===== src/rtl/bank_pkg.sv =====
package bank_pkg;
    localparam int DW      = 32;
    localparam int NLIVE   = 15;
    localparam int NGRP    = 6;
    localparam int NHI     = 5;
    localparam int HI_BASE = 8;
    localparam int NSS     = NGRP - 1;
    localparam int IDXW    = $clog2(NLIVE + 1);
    localparam int MW      = 3;
    localparam int GW      = $clog2(NGRP);

    typedef enum logic [MW-1:0] {
        MODE_USR = 3'd0,
        MODE_FIQ = 3'd1,
        MODE_IRQ = 3'd2,
        MODE_SVC = 3'd3,
        MODE_ABT = 3'd4,
        MODE_UND = 3'd5,
        MODE_SYS = 3'd6,
        MODE_RSV = 3'd7
    } mode_e;

    typedef struct packed {
        logic  req;
        mode_e from;
        mode_e to;
    } swap_t;

    // Bank group of a mode: user, system and the reserved code share group 0.
    function automatic logic [GW-1:0] grp_of(input mode_e m);
        case (m)
            MODE_FIQ: grp_of = GW'(1);
            MODE_IRQ: grp_of = GW'(2);
            MODE_SVC: grp_of = GW'(3);
            MODE_ABT: grp_of = GW'(4);
            MODE_UND: grp_of = GW'(5);
            default:  grp_of = GW'(0);
        endcase
    endfunction

    function automatic logic has_saved(input mode_e m);
        has_saved = (grp_of(m) != GW'(0));
    endfunction

    function automatic logic [GW-1:0] saved_slot(input mode_e m);
        saved_slot = grp_of(m) - GW'(1);
    endfunction
endpackage


===== src/rtl/live_regs.sv =====
module live_regs
    import bank_pkg::*;
#(
    parameter int W     = DW,
    parameter int N     = NLIVE,
    parameter int HB    = HI_BASE,
    parameter int NH    = NHI,
    parameter int IW    = IDXW
) (
    input  logic                  clk,
    input  logic                  rst,
    input  logic                  wr_en,
    input  logic [IW-1:0]         wr_idx,
    input  logic [W-1:0]          wr_data,
    input  logic                  swap,
    input  logic                  hi_swap,
    input  logic [NH-1:0][W-1:0]  hi_load,
    input  logic [W-1:0]          sp_load,
    input  logic [W-1:0]          lr_load,
    output logic [N-1:0][W-1:0]   merged,
    output logic [N-1:0][W-1:0]   live
);
    logic [N-1:0][W-1:0] nxt;

    // Write applied first: the outgoing mode sees its own write.
    always_comb begin
        merged = live;
        if (wr_en && (wr_idx < IW'(N))) begin
            merged[wr_idx] = wr_data;
        end
    end

    always_comb begin
        nxt = merged;
        if (swap) begin
            nxt[N-2] = sp_load;
            nxt[N-1] = lr_load;
            if (hi_swap) begin
                for (int i = 0; i < NH; i++) begin
                    nxt[HB+i] = hi_load[i];
                end
            end
        end
    end

    always_ff @(posedge clk) begin
        if (rst) live <= '0;
        else     live <= nxt;
    end
endmodule


===== src/rtl/sp_lr_bank.sv =====
module sp_lr_bank
    import bank_pkg::*;
#(
    parameter int W  = DW,
    parameter int NG = NGRP,
    parameter int GWD = GW
) (
    input  logic           clk,
    input  logic           rst,
    input  logic           swap,
    input  logic [GWD-1:0] grp_from,
    input  logic [GWD-1:0] grp_to,
    input  logic [W-1:0]   sp_cur,
    input  logic [W-1:0]   lr_cur,
    output logic [W-1:0]   sp_load,
    output logic [W-1:0]   lr_load
);
    logic [W-1:0] sp_q [NG];
    logic [W-1:0] lr_q [NG];

    generate
        for (genvar g = 0; g < NG; g++) begin : g_slot
            always_ff @(posedge clk) begin
                if (rst) begin
                    sp_q[g] <= '0;
                    lr_q[g] <= '0;
                end else if (swap && (grp_from == GWD'(g))) begin
                    sp_q[g] <= sp_cur;
                    lr_q[g] <= lr_cur;
                end
            end
        end
    endgenerate

    // Same group on both sides: the slot is being rewritten this cycle, forward.
    always_comb begin
        if (grp_to == grp_from) begin
            sp_load = sp_cur;
            lr_load = lr_cur;
        end else if (grp_to < GWD'(NG)) begin
            sp_load = sp_q[grp_to];
            lr_load = lr_q[grp_to];
        end else begin
            sp_load = '0;
            lr_load = '0;
        end
    end
endmodule


===== src/rtl/hi_bank.sv =====
module hi_bank
    import bank_pkg::*;
#(
    parameter int W  = DW,
    parameter int NH = NHI
) (
    input  logic                 clk,
    input  logic                 rst,
    input  logic                 enter,
    input  logic                 leave,
    input  logic [NH-1:0][W-1:0] cur,
    output logic [NH-1:0][W-1:0] load
);
    logic [NH-1:0][W-1:0] norm_q;
    logic [NH-1:0][W-1:0] fast_q;

    generate
        for (genvar i = 0; i < NH; i++) begin : g_hi
            always_ff @(posedge clk) begin
                if (rst) begin
                    norm_q[i] <= '0;
                    fast_q[i] <= '0;
                end else begin
                    if (enter) norm_q[i] <= cur[i];
                    if (leave) fast_q[i] <= cur[i];
                end
            end
            assign load[i] = enter ? fast_q[i] : norm_q[i];
        end
    endgenerate
endmodule


===== src/rtl/status_bank.sv =====
module status_bank
    import bank_pkg::*;
#(
    parameter int W  = DW,
    parameter int NS = NSS,
    parameter int SW = GW
) (
    input  logic          clk,
    input  logic          rst,
    input  logic          wr,
    input  logic [SW-1:0] wr_slot,
    input  logic [W-1:0]  wr_data,
    input  logic          rd_valid,
    input  logic [SW-1:0] rd_slot,
    output logic [W-1:0]  rd_data
);
    logic [W-1:0] slot_q [NS];

    generate
        for (genvar s = 0; s < NS; s++) begin : g_ss
            always_ff @(posedge clk) begin
                if (rst)                              slot_q[s] <= '0;
                else if (wr && (wr_slot == SW'(s)))   slot_q[s] <= wr_data;
            end
        end
    endgenerate

    always_comb begin
        if (rd_valid && (rd_slot < SW'(NS))) rd_data = slot_q[rd_slot];
        else                                 rd_data = '0;
    end
endmodule


===== src/rtl/banked_regfile.sv =====
module banked_regfile
    import bank_pkg::*;
(
    input  logic            clk,
    input  logic            rst,
    input  logic [IDXW-1:0] rd_idx_a,
    output logic [DW-1:0]   rd_data_a,
    input  logic [IDXW-1:0] rd_idx_b,
    output logic [DW-1:0]   rd_data_b,
    input  logic            wr_en,
    input  logic [IDXW-1:0] wr_idx,
    input  logic [DW-1:0]   wr_data,
    input  logic [DW-1:0]   pc_in,
    input  logic            mode_req,
    input  logic [MW-1:0]   mode_from,
    input  logic [MW-1:0]   mode_to,
    input  logic [DW-1:0]   status_in,
    input  logic [MW-1:0]   ss_mode,
    output logic [DW-1:0]   ss_data,
    output logic [MW-1:0]   cur_mode
);
    swap_t                     sw;
    logic [NLIVE-1:0][DW-1:0]  merged;
    logic [NLIVE-1:0][DW-1:0]  live;
    logic [NHI-1:0][DW-1:0]    hi_cur;
    logic [NHI-1:0][DW-1:0]    hi_load;
    logic [DW-1:0]             sp_load;
    logic [DW-1:0]             lr_load;
    logic                      fiq_enter;
    logic                      fiq_leave;
    mode_e                     mode_q;

    assign sw.req  = mode_req;
    assign sw.from = mode_e'(mode_from);
    assign sw.to   = mode_e'(mode_to);

    assign fiq_enter = sw.req && (sw.to == MODE_FIQ) && (sw.from != MODE_FIQ);
    assign fiq_leave = sw.req && (sw.from == MODE_FIQ) && (sw.to != MODE_FIQ);

    always_comb begin
        for (int i = 0; i < NHI; i++) hi_cur[i] = merged[HI_BASE+i];
    end

    live_regs u_live (
        .clk(clk), .rst(rst),
        .wr_en(wr_en), .wr_idx(wr_idx), .wr_data(wr_data),
        .swap(sw.req), .hi_swap(fiq_enter | fiq_leave), .hi_load(hi_load),
        .sp_load(sp_load), .lr_load(lr_load),
        .merged(merged), .live(live)
    );

    sp_lr_bank u_splr (
        .clk(clk), .rst(rst), .swap(sw.req),
        .grp_from(grp_of(sw.from)), .grp_to(grp_of(sw.to)),
        .sp_cur(merged[NLIVE-2]), .lr_cur(merged[NLIVE-1]),
        .sp_load(sp_load), .lr_load(lr_load)
    );

    hi_bank u_hi (
        .clk(clk), .rst(rst), .enter(fiq_enter), .leave(fiq_leave),
        .cur(hi_cur), .load(hi_load)
    );

    status_bank u_ss (
        .clk(clk), .rst(rst),
        .wr(sw.req && has_saved(sw.to)), .wr_slot(saved_slot(sw.to)), .wr_data(status_in),
        .rd_valid(has_saved(mode_e'(ss_mode))), .rd_slot(saved_slot(mode_e'(ss_mode))),
        .rd_data(ss_data)
    );

    always_ff @(posedge clk) begin
        if (rst)         mode_q <= MODE_SVC;
        else if (sw.req) mode_q <= sw.to;
    end
    assign cur_mode = mode_q;

    always_comb begin
        rd_data_a = (rd_idx_a == IDXW'(NLIVE)) ? pc_in : live[rd_idx_a];
        rd_data_b = (rd_idx_b == IDXW'(NLIVE)) ? pc_in : live[rd_idx_b];
    end
endmodule


===== config.mk =====
export PLATFORM = sky130hd
export DESIGN_NAME = banked_regfile
export DESIGN_NICKNAME = d
export VERILOG_FILES = /design/src/rtl/bank_pkg.sv /design/src/rtl/live_regs.sv /design/src/rtl/sp_lr_bank.sv /design/src/rtl/hi_bank.sv /design/src/rtl/status_bank.sv /design/src/rtl/banked_regfile.sv
export SDC_FILE = /design/constraint.sdc
export NUM_CORES = 2
export LEC_CHECK = 0
export BUFFER_PORTS_ARGS = -buffer_cell sky130_fd_sc_hd__buf_2
export CAP_MARGIN = 20
export CORE_MARGIN = 2
export CORE_UTILIZATION = 50
export DETAILED_ROUTE_END_ITERATION = 12
export PLACE_DENSITY = 0.68
export SETUP_SLACK_MARGIN = 0.4
export SYNTH_ARGS = -nofsm -noshare
export SYNTH_HDL_FRONTEND = slang
export SYNTH_SLANG_ARGS = --single-unit

===== constraint.sdc =====
create_clock -name clk -period 12.85 [get_ports clk]
set_input_delay 2.57 -clock clk [delete_from_list [all_inputs] [get_ports clk]]
set_output_delay 2.57 -clock clk [all_outputs]
set_load 0.02 [all_outputs]

==> impl_metrics.ini <==
[run_status]
outcome = completed

[sta]
slew_headroom_pct = 17.3
hold_violations = 0
setup_violations = 0
whs_ns = 0.430
post-route-min-period_ns = 8.84
rsz0062_at_grt = false
finalCritPeriodShare_pct = 68.8
tightest_slew_ns = 1.23
timing.fmax_ghz = 0.113
skew_ns = 0.0314
timing.setup.tns_ns = 0
drv_slew = 0

[route]
num_vias = 50000
wl_met3_mm = 21.8
wl_per_cell_um = 25.2
drtIter0Drc = 6431
wl_met1_mm = 77.8
final_antenna_net_count = 0
top_layer_used = met5
drtPass1Iterations = 6
drc_errors = 0
met2_length_mm = 86.8
wl_mm = 199
drt-vias-per-instance = 6.32

[cells_and_area]
syn2layout_area_growth_pct = 10.3
fin_cells = 7906
final_net_count = 6270
drive_gt1_share_pct = 13.2

[setup_path]
startpoint_type = input port
crit_chain = buf_6, buf_4, buf_4, mux2_2, o22ai_1, nand2_1, o21ai_0, a211oi_1, buf_2
slowest_stage = a211oi_1
cp_common_cell = buf_4
crit_path_end = rd_data_b[0]
cp_data_required_time_ns = 10.28
reg2reg_depth = 3
r2r_slack_ns = 11.35
worstSetupStartpoint = rd_idx_b[1]
worstSetupPathType = in -> out
path_max_fanout = 57
rr_endpoint = u_live.live[465]
crit_buf_inv = 4
reg2reg_from = u_live.live[465]
critical_path.top_delay_family = buffers and inverters
cpPeakStageDelay_ns = 0.93
critical_path_depth = 9
end_kind = output pin
worst_ep_arrival_time_ns = 6.27

[place]
dp_hpwl_mm = 116
place.gp.congestion = 0.914
placedCellCount = 7629
port_buffers = 219

[floorplan]
row_count = 129
ios = 220
start_util_pct = 50.6
core_area_um2 = 124000
die_width_um = 358
chipHeight_um = 358
die-area_um2 = 128000

[power]
vdd_drop_max_v = 0.000128
combPwrFrac_pct = 10.3
power_switching_w = 0.00258
p_int_w = 0.00736
leakage_nw = 23.6
seqPwrFrac_pct = 47.8
swShare_pct = 26.0
power_frac_clock_pct = 41.9
power_density_nw_per_um2 = 144

[synthesis]
yosysSeqAreaShare_pct = 51.6
yosys_warnings = 0
synthTopCellsByCount = nor2_1 (1059), dfxtp_1 (803), nand2_1 (795)
syn_inst = 6290
synth-async-reset-ratio_pct = 0
synth_edf_count = 544
yosysTopAreaCellShare_pct = 26.0
synth_most_common_cell = nor2_1
synth_seq_cells = 1347
syn_area_per_cell_um2 = 9.98
synth_flop_cell = dfxtp_1
ys_types = 56
synth_area_leaders = edfxtp_1 (26%), dfxtp_1 (26%), mux4_2 (7.0%)
syn_area_um2 = 62800
yosysTopAreaCell = edfxtp_1
syn_nets = 6420

[clock_tree]
h-tree-depth = 4
cts_buffer_depth = 3
cts_hold_buffers = 0
cts_root_buf = clkbuf_16
ctsResizeCount = 0
insertion_delay_ns = 0.79
path_clk_slew_ns = 0.06
cts_tree = built
numCtsBuffers = 145
post_cts_buffers = 0
cts_sinks = 1347

[global_routing]
grt_use_total_pct = 30.4
grt_pass1_wl_mm = 296
grt_max_degree = 262
antenna_found_initial = 18
grt_remaining_overflow = 0
grt_pass1_vias = 46300

[flow_run]
cap_violations = 0

[worst_hold_path]
hold_class = reg -> reg
[kinds of logic (layout without fill, tap and decap cells)]
family,after synthesis,count (layout),share of synthesized area (%)
other cells,0,8,0
xor+xnor,2,2,0.0279
fa+ha+maj,11,11,0.213
buf+inv,619,590,4.05
mux,543,543,12.6
compound gates,1650,1650,17.6
flops,1347,1347,51.6
simple gates,2118,2118,13.8
[worst min-delay path by stage]
stage	depth (start not counted)	end	slack, ns	from
after CTS	2	u_live.live[261]	0.44	u_hi.fast_q[5]
after detailed placement	2	u_live.live[339]	0.44	u_hi.fast_q[83]
after floorplan	2	u_live.live[256]	0.43	u_hi.fast_q[0]
after global placement	2	u_live.live[335]	0.44	u_hi.fast_q[79]
final	2	u_live.live[261]	0.43	u_hi.fast_q[5]
after global routing	2	u_live.live[397]	0.46	u_hi.fast_q[141]
[layout by cell type (no fill, tap or decap), types with 31 or more instances in the layout]
master     count
a21oi_1      417
edfxtp_1     544
nor2b_1       59
buf_4         86
o21a_1        62
o221ai_1      44
clkbuf_8      31
a211oi_1     426
a21boi_0      64
a211o_1      162
mux2_2        53
a22oi_1       33
clkbuf_16    147
dfxtp_1      803
nand2_1      790
o21ai_0      251
o22a_1        63
and2_1       161
mux4_2       194
a311oi_1      62
clkbuf_1      39
o22ai_1       52
buf_2        211
mux2i_1      296
nor2_1      1049
[worst register-to-register path: cells and delay by family (launching register included)]
kind               cells  cell delay [ns]
DFF                    1             0.54
AOI/OAI and AO/OA      2             0.55
muxes                  1             0.31
[layer usage]
layer | vias up | global-route usage, %
li1 | 22400 | -
met5 | - | 0.407
met2 | 2632 | 45.1
met1 | 24300 | 40.4
met3 | 582 | 7.92
met4 | 20 | 17.5
[layout make-up]
class / count / area, µm²
Timing Repair Buffer: 310 / 1920
Clock inverter: 53 / 518
Multi-Input combinational cell: 4324 / 28000
Antenna cell: 8 / 20.0
Inverter: 12 / 45.0
Fill cell: 10600 / 54900
Tap cell: 1637 / 2050
Clock buffer: 215 / 4220
Sequential cell: 1347 / 32400
[per-stage QoR]
stage	utilization, %	power [W]	area (µm²)	setup WS (ns)
floorplan	-	0.00545	62800	5.87
global placement	51.9	0.00582	64400	4.28
detailed placement	51.9	0.00584	64400	4.27
CTS	55.7	0.00995	69200	4.27
global route	55.7	0.0102	69200	4.05
finish	55.7	0.00994	69200	4.01
[power groups by stage]
| stage | logic (W) | registers (W) | clock network, W |
|---|---|---|---|
| final | 0.00103 | 0.00475 | 0.00417 |
| after global routing | 0.00109 | 0.00476 | 0.00437 |
| after CTS | 0.00100 | 0.00475 | 0.00420 |
| after detailed placement | 0.00100 | 0.00484 | 0 |
| after global placement | 0.000987 | 0.00483 | 0 |
| after floorplan | 0.000677 | 0.00477 | 0 |
Note: power is estimated with default switching activity, not from simulation.
